[src/rtl/psc_pkg.sv]
package psc_pkg;
  typedef enum logic [2:0] {
    ST_IDLE,
    ST_SELECT,
    ST_SETTLE,
    ST_RACE,
    ST_CAPTURE,
    ST_NEXT,
    ST_OUTPUT
  } psc_state_e;
endpackage

[src/rtl/psc_pair_decode.sv]
module psc_pair_decode #(
  parameter int SEL_W = 4
) (
  input  logic [2*SEL_W-1:0]          chal_i,
  input  logic                        active_i,
  output logic [2*(1<<SEL_W)-1:0]     en_o
);
  localparam int GRP = 1 << SEL_W;

  logic [SEL_W-1:0] sel_a;
  logic [SEL_W-1:0] sel_b;

  assign sel_a = chal_i[2*SEL_W-1:SEL_W];
  assign sel_b = chal_i[SEL_W-1:0];

  for (genvar g = 0; g < GRP; g++) begin : g_osc
    assign en_o[g]       = active_i && (sel_a == SEL_W'(g));
    assign en_o[GRP + g] = active_i && (sel_b == SEL_W'(g));
  end
endmodule

[src/rtl/psc_settle_timer.sv]
module psc_settle_timer #(
  parameter int CNT_W = 8
) (
  input  logic             clk,
  input  logic             rst_n,
  input  logic             load_i,
  input  logic [CNT_W-1:0] load_val_i,
  input  logic             run_i,
  output logic             expired_o
);
  logic [CNT_W-1:0] cnt_q;
  logic [CNT_W-1:0] cnt_d;
  logic             cnt_en;

  assign expired_o = (cnt_q == '0);
  assign cnt_en    = load_i || (run_i && !expired_o);

  always_comb begin
    if (load_i) cnt_d = load_val_i;
    else        cnt_d = cnt_q - CNT_W'(1);
  end

  always_ff @(posedge clk or negedge rst_n) begin
    if (!rst_n)      cnt_q <= '0;
    else if (cnt_en) cnt_q <= cnt_d;
  end
endmodule

[src/rtl/psc_resp_store.sv]
module psc_resp_store #(
  parameter int DEPTH  = 256,
  parameter int WORD_W = 16
) (
  input  logic              clk,
  input  logic              rst_n,
  input  logic              cap_en_i,
  input  logic              cap_bit_i,
  input  logic              cap_ok_i,
  input  logic              pop_en_i,
  output logic [WORD_W-1:0] word_o,
  output logic [WORD_W-1:0] mask_o
);
  localparam int NLANE = 2;

  logic [NLANE-1:0] lane_in;
  logic [WORD_W-1:0] lane_word [NLANE];

  assign lane_in = {cap_ok_i, cap_bit_i};

  for (genvar l = 0; l < NLANE; l++) begin : g_lane
    logic [DEPTH-1:0] sr_q;
    logic [DEPTH-1:0] sr_d;
    logic             sr_en;

    assign sr_en = cap_en_i || pop_en_i;

    always_comb begin
      if (cap_en_i) sr_d = {lane_in[l], sr_q[DEPTH-1:1]};
      else          sr_d = {{WORD_W{1'b0}}, sr_q[DEPTH-1:WORD_W]};
    end

    always_ff @(posedge clk or negedge rst_n) begin
      if (!rst_n)     sr_q <= '0;
      else if (sr_en) sr_q <= sr_d;
    end

    assign lane_word[l] = sr_q[WORD_W-1:0];
  end

  assign word_o = lane_word[0];
  assign mask_o = lane_word[1];
endmodule

[src/rtl/pair_sweep_ctrl.sv]
module pair_sweep_ctrl
  import psc_pkg::*;
#(
  parameter int SEL_W    = 4,
  parameter int WORD_W   = 16,
  parameter int SETTLE_W = 8
) (
  input  logic                      clk,
  input  logic                      rst_n,
  input  logic                      start_i,
  input  logic [SETTLE_W-1:0]       settle_cycles_i,
  output logic [2*(1<<SEL_W)-1:0]   osc_en_o,
  output logic                      race_go_o,
  input  logic                      race_done_i,
  input  logic                      race_win_i,
  input  logic                      race_valid_i,
  output logic                      word_valid_o,
  input  logic                      word_ready_i,
  output logic [WORD_W-1:0]         word_data_o,
  output logic [WORD_W-1:0]         word_mask_o,
  output logic                      done_o
);
  localparam int CHAL_W = 2 * SEL_W;
  localparam int NPAIR  = 1 << CHAL_W;
  localparam int NWORD  = NPAIR / WORD_W;
  localparam int WIDX_W = (NWORD > 1) ? $clog2(NWORD) : 1;

  psc_state_e         state_q, state_d;
  logic [CHAL_W-1:0]  chal_q, chal_d;
  logic [WIDX_W-1:0]  widx_q, widx_d;
  logic               done_q;
  logic               chal_en, widx_en;
  logic               last_chal, last_word;
  logic               pair_on, cap_en, pop_en, accept_start;
  logic               settle_over;

  assign last_chal    = (chal_q == CHAL_W'(NPAIR - 1));
  assign last_word    = (widx_q == WIDX_W'(NWORD - 1));
  assign accept_start = (state_q == ST_IDLE) && start_i;
  assign pair_on      = (state_q == ST_SELECT) || (state_q == ST_SETTLE) ||
                        (state_q == ST_RACE);
  assign cap_en       = (state_q == ST_RACE) && race_done_i;
  assign pop_en       = (state_q == ST_OUTPUT) && word_ready_i;

  always_comb begin
    state_d = state_q;
    unique case (state_q)
      ST_IDLE:    if (start_i) state_d = ST_SELECT;
      ST_SELECT:  state_d = ST_SETTLE;
      ST_SETTLE:  if (settle_over) state_d = ST_RACE;
      ST_RACE:    if (race_done_i) state_d = ST_CAPTURE;
      ST_CAPTURE: state_d = ST_NEXT;
      ST_NEXT:    state_d = last_chal ? ST_OUTPUT : ST_SELECT;
      ST_OUTPUT:  if (word_ready_i && last_word) state_d = ST_IDLE;
      default:    state_d = ST_IDLE;
    endcase
  end

  always_comb begin
    chal_en = accept_start || (state_q == ST_NEXT);
    chal_d  = accept_start ? '0 : chal_q + CHAL_W'(1);
    widx_en = accept_start || pop_en;
    widx_d  = accept_start ? '0 : widx_q + WIDX_W'(1);
  end

  always_ff @(posedge clk or negedge rst_n) begin
    if (!rst_n) begin
      state_q <= ST_IDLE;
      chal_q  <= '0;
      widx_q  <= '0;
      done_q  <= 1'b0;
    end else begin
      state_q <= state_d;
      done_q  <= pop_en && last_word;
      if (chal_en) chal_q <= chal_d;
      if (widx_en) widx_q <= widx_d;
    end
  end

  psc_settle_timer #(.CNT_W(SETTLE_W)) u_timer (
    .clk        (clk),
    .rst_n      (rst_n),
    .load_i     (state_q == ST_SELECT),
    .load_val_i (settle_cycles_i),
    .run_i      (state_q == ST_SETTLE),
    .expired_o  (settle_over)
  );

  psc_pair_decode #(.SEL_W(SEL_W)) u_decode (
    .chal_i   (chal_q),
    .active_i (pair_on),
    .en_o     (osc_en_o)
  );

  psc_resp_store #(.DEPTH(NPAIR), .WORD_W(WORD_W)) u_store (
    .clk       (clk),
    .rst_n     (rst_n),
    .cap_en_i  (cap_en),
    .cap_bit_i (race_win_i),
    .cap_ok_i  (race_valid_i),
    .pop_en_i  (pop_en),
    .word_o    (word_data_o),
    .mask_o    (word_mask_o)
  );

  assign race_go_o    = (state_q == ST_RACE);
  assign word_valid_o = (state_q == ST_OUTPUT);
  assign done_o       = done_q;
endmodule

[config.mk]
export PLATFORM = sky130hd
export DESIGN_NAME = pair_sweep_ctrl
export DESIGN_NICKNAME = d
export VERILOG_FILES = /design/src/rtl/psc_pkg.sv /design/src/rtl/psc_pair_decode.sv /design/src/rtl/psc_settle_timer.sv /design/src/rtl/psc_resp_store.sv /design/src/rtl/pair_sweep_ctrl.sv
export SDC_FILE = /design/constraint.sdc
export NUM_CORES = 1
export LEC_CHECK = 0
export ABC_AREA = 1
export ABC_CLOCK_PERIOD_IN_PS = 2000
export BUFFER_PORTS_ARGS = -buffer_cell sky130_fd_sc_hd__buf_2
export CAP_MARGIN = 20
export CORE_MARGIN = 5
export CORE_UTILIZATION = 40
export CTS_CLUSTER_DIAMETER = 200
export DETAILED_ROUTE_END_ITERATION = 12
export GPL_ROUTABILITY_DRIVEN = 0
export GPL_TIMING_DRIVEN = 0
export PLACE_DENSITY = 0.55
export REMOVE_ABC_BUFFERS = 1
export SLEW_MARGIN = 10
export SYNTH_ARGS = -nofsm -noshare
export SYNTH_HDL_FRONTEND = slang
export SYNTH_SLANG_ARGS = --single-unit
[constraint.sdc]
create_clock -name clk -period 2 [get_ports clk]
set_input_delay 0.1 -clock clk [delete_from_list [all_inputs] [get_ports clk]]
set_output_delay 0.1 -clock clk [all_outputs]
set_load 0.01 [all_outputs]
==> flow_summary.yaml, run 1 <==
outcome:
  status: "complete, but fails checks"
  violations: "setup timing"
cells_and_area:
  drive_gt1_share_pct: 9.76
  layout_commonest_cell: "o21ai_1"
  layout_common_cells: "o21ai_1 (737), o21ai_0 (548), dfrtp_1 (533)"
  fillers: 6202
  nets: 3080
  area_growth_pct: 17.9
  fin_cells: 3951
  antennaDiodeCount: 0
pwr:
  ir_worst_vdd_uv: 844
  p_leak_nw: 14.1
  power_density_nw_per_um2: 1570
setup_path:
  endpoint_kind: "flop"
  critPathLaunchType: "flop"
  ff2ff_path_depth: 11
  slowest_delay_ps: 450
  critical-path-slowest-cell: "dfrtp_2"
  crit_type: "reg2reg"
  path_depth: 11
  worst-path-max-fanout: 16
  worstPathCellList: "inv_2 > nand3_2 > inv_6 > nand2_8 > buf_16 > nand2_8 > buf_12 > clkinvlp_4 > buf_16 > nand2_1 > o211ai_1"
  critPathBufInv: 6
  crit_arrival_ps: 2500
  worstSetupStartpoint: "state_q[2]$_DFFE_PN0P_"
  path_delay_family: "buffers and inverters"
  r2r_start: "state_q[2]$_DFFE_PN0P_"
  worstPathRequired_ps: 2490
clock_network:
  cts_tree: "done"
  clockRootBuffer: "clkbuf_16"
  cts_buffers: 58
  clk_latency_ps: 630
  htree_num_levels: 2
  clkSlewWorstSetupHoldPaths_ps: 60
  cts_max_path_buffers: 3
  clkSinkCount: 536
drt:
  ant_nets: 0
  met3WireLength_um: 2830
  wl_met2_um: 32200
  drt_iter0_drc: 1732
  wl_per_cell_um: 17.7
  drc_errors: 0
  met1_length_um: 33800
  dr.pass1.iters: 5
  vias_per_cell: 5.31
  routed.top_layer: "met4"
  vias: 20974
  drt-total-wl_um: 69900
logic_synthesis:
  synth_cell_type_count: 28
  synth.top_cells.by_area: "dfrtp_1 (53%), o21ai_1 (14%), o21ai_0 (11%)"
  avgSynthCellArea_um2: 8.28
  ys_seq_elements: 536
  yosysWarnings: 0
  syn_area_um2: 25300
  synth_top_area_share_pct: 53.1
  postSynthCellCount: 3050
  synth_top_area_cell: "dfrtp_1"
  synth.yosys.seq_area_share_pct: 53.1
sta:
  hold_slack_ps: 71.7
  layout_setup_ws_ps: -14.6
  relSlewSlack_pct: 62.5
  finalHoldViolations: 0
  finalClockSkew_ps: 33.2
  fin_crit_ps: 2010
  rsz0062_at_grt: "true"
  tightest_slew_ps: 562
  fin_crit_sh_pct: 101
  final_max_slew_viol_count: 0
  setup-violations-final: 1
  fmax_mhz: 496
global_routing:
  grt_max_degree: 124
  grt_overflow: 0
  track_usage_pct: 19.2
  grt_pass1_vias: 21786
  antenna_found_initial: 0
  grt_pass1_wl_um: 112000
place:
  port_buffers: 81
  dpl.hpwl_um: 30500
  place_inst: 3743
floorplanning:
  io_pins: 82
  dieWidth_um: 261
  die-area_um2: 68300
  core-area_um2: 62900
  fp.dieH_um: 261
  rows: 92
  initial_core_util_pct: 40.2
min_path:
  hold_class: "in2async"
run:
  cap_violations: 0
[kinds of logic after synthesis]
kind of cell	synth area share, %
adders and majority gates	0.347
and+or+nand+nor	5.87
DFF	53.1
buffers and inverters	12.8
AOI/OAI and AO/OA	27.8
[registers in the layout, summed over array words and instances, names as in the netlist]
signal and flops:
chal_q 8, u_timer.cnt_q 8, state_q 3, done_o 1, widx_q 4, u_store.g_lane.sr_q 512
[tightest hold or removal path, cell delays in order]
cell           delay (ps)
dlygate4sd3_1         570
buf_8                 150
buf_12                210
[cells in the mapped netlist]
| cell type | n |
|---|---|
| o21ai_1 | 720 |
| o21ai_0 | 566 |
| dfrtp_1 | 536 |
| inv_1 | 481 |
| nand2_1 | 205 |
| nor2_1 | 121 |
| buf_2 | 110 |
| clkbuf_1 | 80 |
| a21oi_1 | 72 |
| buf_4 | 39 |
| nand3_1 | 34 |
| o22ai_1 | 32 |
| buf_6 | 24 |
| ha_1 | 7 |
| nor3_1 | 4 |
| nand2_2 | 3 |
| clkinv_1 | 2 |
| inv_2 | 2 |
| nand3b_1 | 2 |
| nand4_1 | 2 |
| a211oi_1 | 1 |
| buf_1 | 1 |
| clkinv_2 | 1 |
| nand3_2 | 1 |
| nor2_4 | 1 |
| o211ai_1 | 1 |
| o21a_1 | 1 |
| o221ai_1 | 1 |
[worst paths after layout]
check                                                          end  slack, ps
min in group clk           u_store.g_lane[1].sr_q[255]$_DFFE_PN0P_        260
setup reg to reg           u_store.g_lane[1].sr_q[146]$_DFFE_PN0P_        -10
hold / removal             u_store.g_lane[0].sr_q[255]$_DFFE_PN0P_         70
hold reg to reg            u_store.g_lane[0].sr_q[253]$_DFFE_PN0P_        490
setup / recovery           u_store.g_lane[1].sr_q[146]$_DFFE_PN0P_        -10
max in group asynchronous   u_store.g_lane[1].sr_q[34]$_DFFE_PN0P_        590
[per-layer routing]
| layer | up-vias | track usage, % |
|---|---|---|
| met3 | 66 | 2.75 |
| met2 | 410 | 31.6 |
| li1 | 10095 | - |
| met5 | - | 0 |
| met4 | 0 | 3.82 |
| met1 | 10403 | 27.6 |
[stage by stage]
step	area, µm²	util (%)	worst slack [ps]	setup TNS (ps)	total power [mW]
floorplan	23800	-	-15760	-7629910	28.0
global placement	25300	40.3	-28970	-	30.5
detailed placement	25900	41.2	-1810	-739520	33.0
CTS	29300	46.6	-15.5	-22.9	46.4
global route	29800	47.4	-79.9	-3740	50.5
finish	29800	47.4	-14.6	-14.6	46.8
[repair_timing]
item	CTS	global route
hold buffers	15	0
resized for setup	20	47
endpoints found under the hold margin	216	0
setup endpoints to repair	548	518
cloned	32	17
pin swaps	4	5
buffers inserted	27	12
[cell type report]
cell class	instances	area [µm²]	area share, %
Timing Repair inverter	1	11.3	0.0378
Tap cell	846	1060	3.56
Inverter	486	1860	6.26
Timing Repair Buffer	191	2540	8.52
Multi-Input combinational cell	1784	8850	29.7
Sequential cell	536	13400	45.1
Clock inverter	20	323	1.08
Clock buffer	87	1710	5.75
[where the power goes]
part	internal, mW	switching, mW
registers	16.5	3.32
logic	5.94	9.61
clock network	6.92	4.54
total	29.4	17.5
Note: power is estimated with default switching activity, not from simulation.
==> run 2, diff against run 1 <==
SYNTH_HIERARCHICAL = 1   (was not set)
==> run 2 against run 1 <==
The run still ends with setup timing left. Sequential share of layout area shrank 8.2 points. Die area increased by 8.1%. Flip-flop and latch count unchanged. Critical path type unchanged. Critical endpoint is now u_store/g_lane[1].sr_q[181]$_DFFE_PN0P_.
==> flow_summary.yaml, run 2 <==
cells_and_area:
  antennaDiodeCount: 0
  area_growth_pct: 33.0
  largest_reg_flops: 512
  nets: 4192
  final_core_util_pct: 53.4
  drive_gt1_share_pct: 19.5
  layout_common_cells: "nand2_1 (2,610), dfrtp_1 (533), nand2_2 (255)"
  top_regs: "u_store/g_lane.sr_q: 512 flops, chal_q: 8 flops, u_timer/cnt_q: 8 flops"
  regMostFlops: "u_store/g_lane.sr_q"
  layout_commonest_cell: "nand2_1"
  fillers: 6394
  fin_cells: 5102
clock_network:
  clkSinkCount: 536
  cts_max_path_buffers: 3
  clockRootBuffer: "clkbuf_16"
  cts_buffers: 60
  clkSlewWorstSetupHoldPaths_ps: 60
  cts_tree: "done"
  htree_num_levels: 2
  clk_latency_ps: 650
global_routing:
  antenna_found_initial: 0
  grt_overflow: 0
  grt_max_degree: 95
  grt_pass1_vias: 24671
  grt_pass1_wl_um: 130000
  track_usage_pct: 21.2
floorplanning:
  core-area_um2: 68200
  rows: 96
  initial_core_util_pct: 40.1
  die-area_um2: 73800
  fp.dieH_um: 272
  io_pins: 82
  dieWidth_um: 272
logic_synthesis:
  synth_top_area_share_pct: 49.0
  ys_seq_elements: 536
  synth.top_cells.by_area: "dfrtp_1 (49%), nand2_1 (40%), buf_2 (2.2%)"
  yosysWarnings: 6
  syn_area_um2: 27400
  synth_edf_count: 0
  synth.most_common_cell: "nand2_1"
  postSynthCellCount: 3997
  synth.yosys.seq_area_share_pct: 49.0
  synth_cell_type_count: 30
  async_flop_share_pct: 100
  synth_top_area_cell: "dfrtp_1"
  ys_top_cells_by_count: "nand2_1 (2,947), dfrtp_1 (536), buf_2 (121), buf_4 (74), nand3_1 (70)"
  avgSynthCellArea_um2: 6.85
  synth_top_flop_cell: "dfrtp_1"
place:
  dpl.hpwl_um: 32900
  port_buffers: 81
  place_inst: 4749
sta:
  tightest_slew_ps: 673
  finalClockSkew_ps: 37.5
  tns_ps: -26250
  fmax_mhz: 464
  finalHoldViolations: 0
  setup-violations-final: 360
  rsz0062_at_grt: "true"
  final_max_slew_viol_count: 0
  layout_setup_ws_ps: -155
  fin_crit_ps: 2150
  relSlewSlack_pct: 55.0
  fin_crit_sh_pct: 108
drt:
  ant_nets: 0
  vias_per_cell: 5.05
  drc_errors: 0
  drt-total-wl_um: 85200
  drt_iter0_drc: 1941
  wl_per_cell_um: 16.7
  vias: 25741
  dr.pass1.iters: 5
setup_path:
  endpoint_kind: "flop"
  critPathLaunchType: "flop"
  crit_arrival_ps: 2660
  worstPathRequired_ps: 2510
  crit_type: "reg2reg"
  worst-path-max-fanout: 6
min_path:
  hold_class: "in2reg"
run:
  cap_violations: 0
pwr:
  p_leak_nw: 21.1
  ir_worst_vdd_uv: 719
  power_density_nw_per_um2: 1080
outcome:
  status: "complete, but fails checks"
  violations: "setup timing"
-- run 2: path summary, 6_finish.rpt --
path                                                             from                                      end  slack, ps  cells after the start
worst max-delay path                           state_q[1]$_DFFE_PN0P_  u_store/g_lane[1].sr_q[181]$_DFFE_PN0P_       -150                     16
worst max register to register                 state_q[1]$_DFFE_PN0P_  u_store/g_lane[1].sr_q[181]$_DFFE_PN0P_       -150                     16
worst min-delay path                                     race_valid_i  u_store/g_lane[1].sr_q[255]$_DFFE_PN0P_        230                      4
worst min register to register  u_store/g_lane[0].sr_q[0]$_DFFE_PN0P_    u_store/g_lane[0].sr_q[0]$_DFFE_PN0P_        480                      2
max in group asynchronous                                       rst_n  u_store/g_lane[1].sr_q[239]$_DFFE_PN0P_        360                      5
min in group asynchronous                                       rst_n   u_store/g_lane[1].sr_q[17]$_DFFE_PN0P_        440                      3
-- run 2: layout make-up --
class	instances	area, µm²	area share (%)
clock inverter	12	100	0.275
timing repair buffer	361	6110	16.8
tap	882	1100	3.03
clock buffer	97	1800	4.95
inverter	59	268	0.736
timing repair inverter	9	128	0.351
multi-input combinational	3146	13500	37.0
sequential	536	13400	36.9
-- run 2: logic make-up after synthesis --
family          share of synthesized area (%)
fa+ha+maj                               0.183
buf+inv                                  6.66
xor+xnor                                0.128
compound gates                          0.855
simple gates                             43.2
flops                                    49.0
-- run 2: timing repair --
item	4_1_cts	5_1_grt
hold buffers	16	0
endpoints found under the setup margin	547	534
pin swaps	73	105
cloned	85	45
resized for setup	306	315
setup buffers	93	16
hold endpoints to repair	302	0
-- run 2: report_power, final --
| group | switching [mW] | internal, mW | leakage, nW |
|---|---|---|---|
| Combinational | 7.76 | 6.41 | 12.7 |
| Clock | 4.66 | 6.23 | 0.940 |
| Sequential | 1.60 | 12.7 | 7.39 |
| Total | 14.0 | 25.4 | 21.1 |
-- run 2: per-stage QoR --
| step | instance area [µm²] | power (mW) | worst slack (ps) | hold slack (ps) |
|---|---|---|---|---|
| after CTS | 34400 | 37.8 | -102 | 197 |
| after detailed placement | 28400 | 22.5 | -2000 | 75.7 |
| final | 36400 | 39.4 | -155 | 230 |
| after global placement | 27300 | 19.8 | -119750 | 314 |
| after floorplan | 25800 | 18.7 | -43080 | -196 |
| after global routing | 36400 | 41.6 | -226 | 233 |
-- run 2: worst max-delay path, stage by stage, from the launching register on --
cell and delay [ps]:
dfrtp_2 430, nand2_2 80, nor2_4 40, inv_2 80, nor2_4 40, buf_6 120, buf_12 120, nor2_4 120
buf_6 140, buf_16 140, inv_16 40, buf_16 130, buf_8 130, buf_12 150, buf_12 150, nand2_2 60
nand2_1 50
-- run 2: metal layers --
metal	routed length, µm	part of all wire [%]	global-route usage [%]
met1	39200	46	29.5
met2	40600	48	36.0
met3	3540	4.2	2.27
met4	1870	2.2	4.41
met5	0	0	0
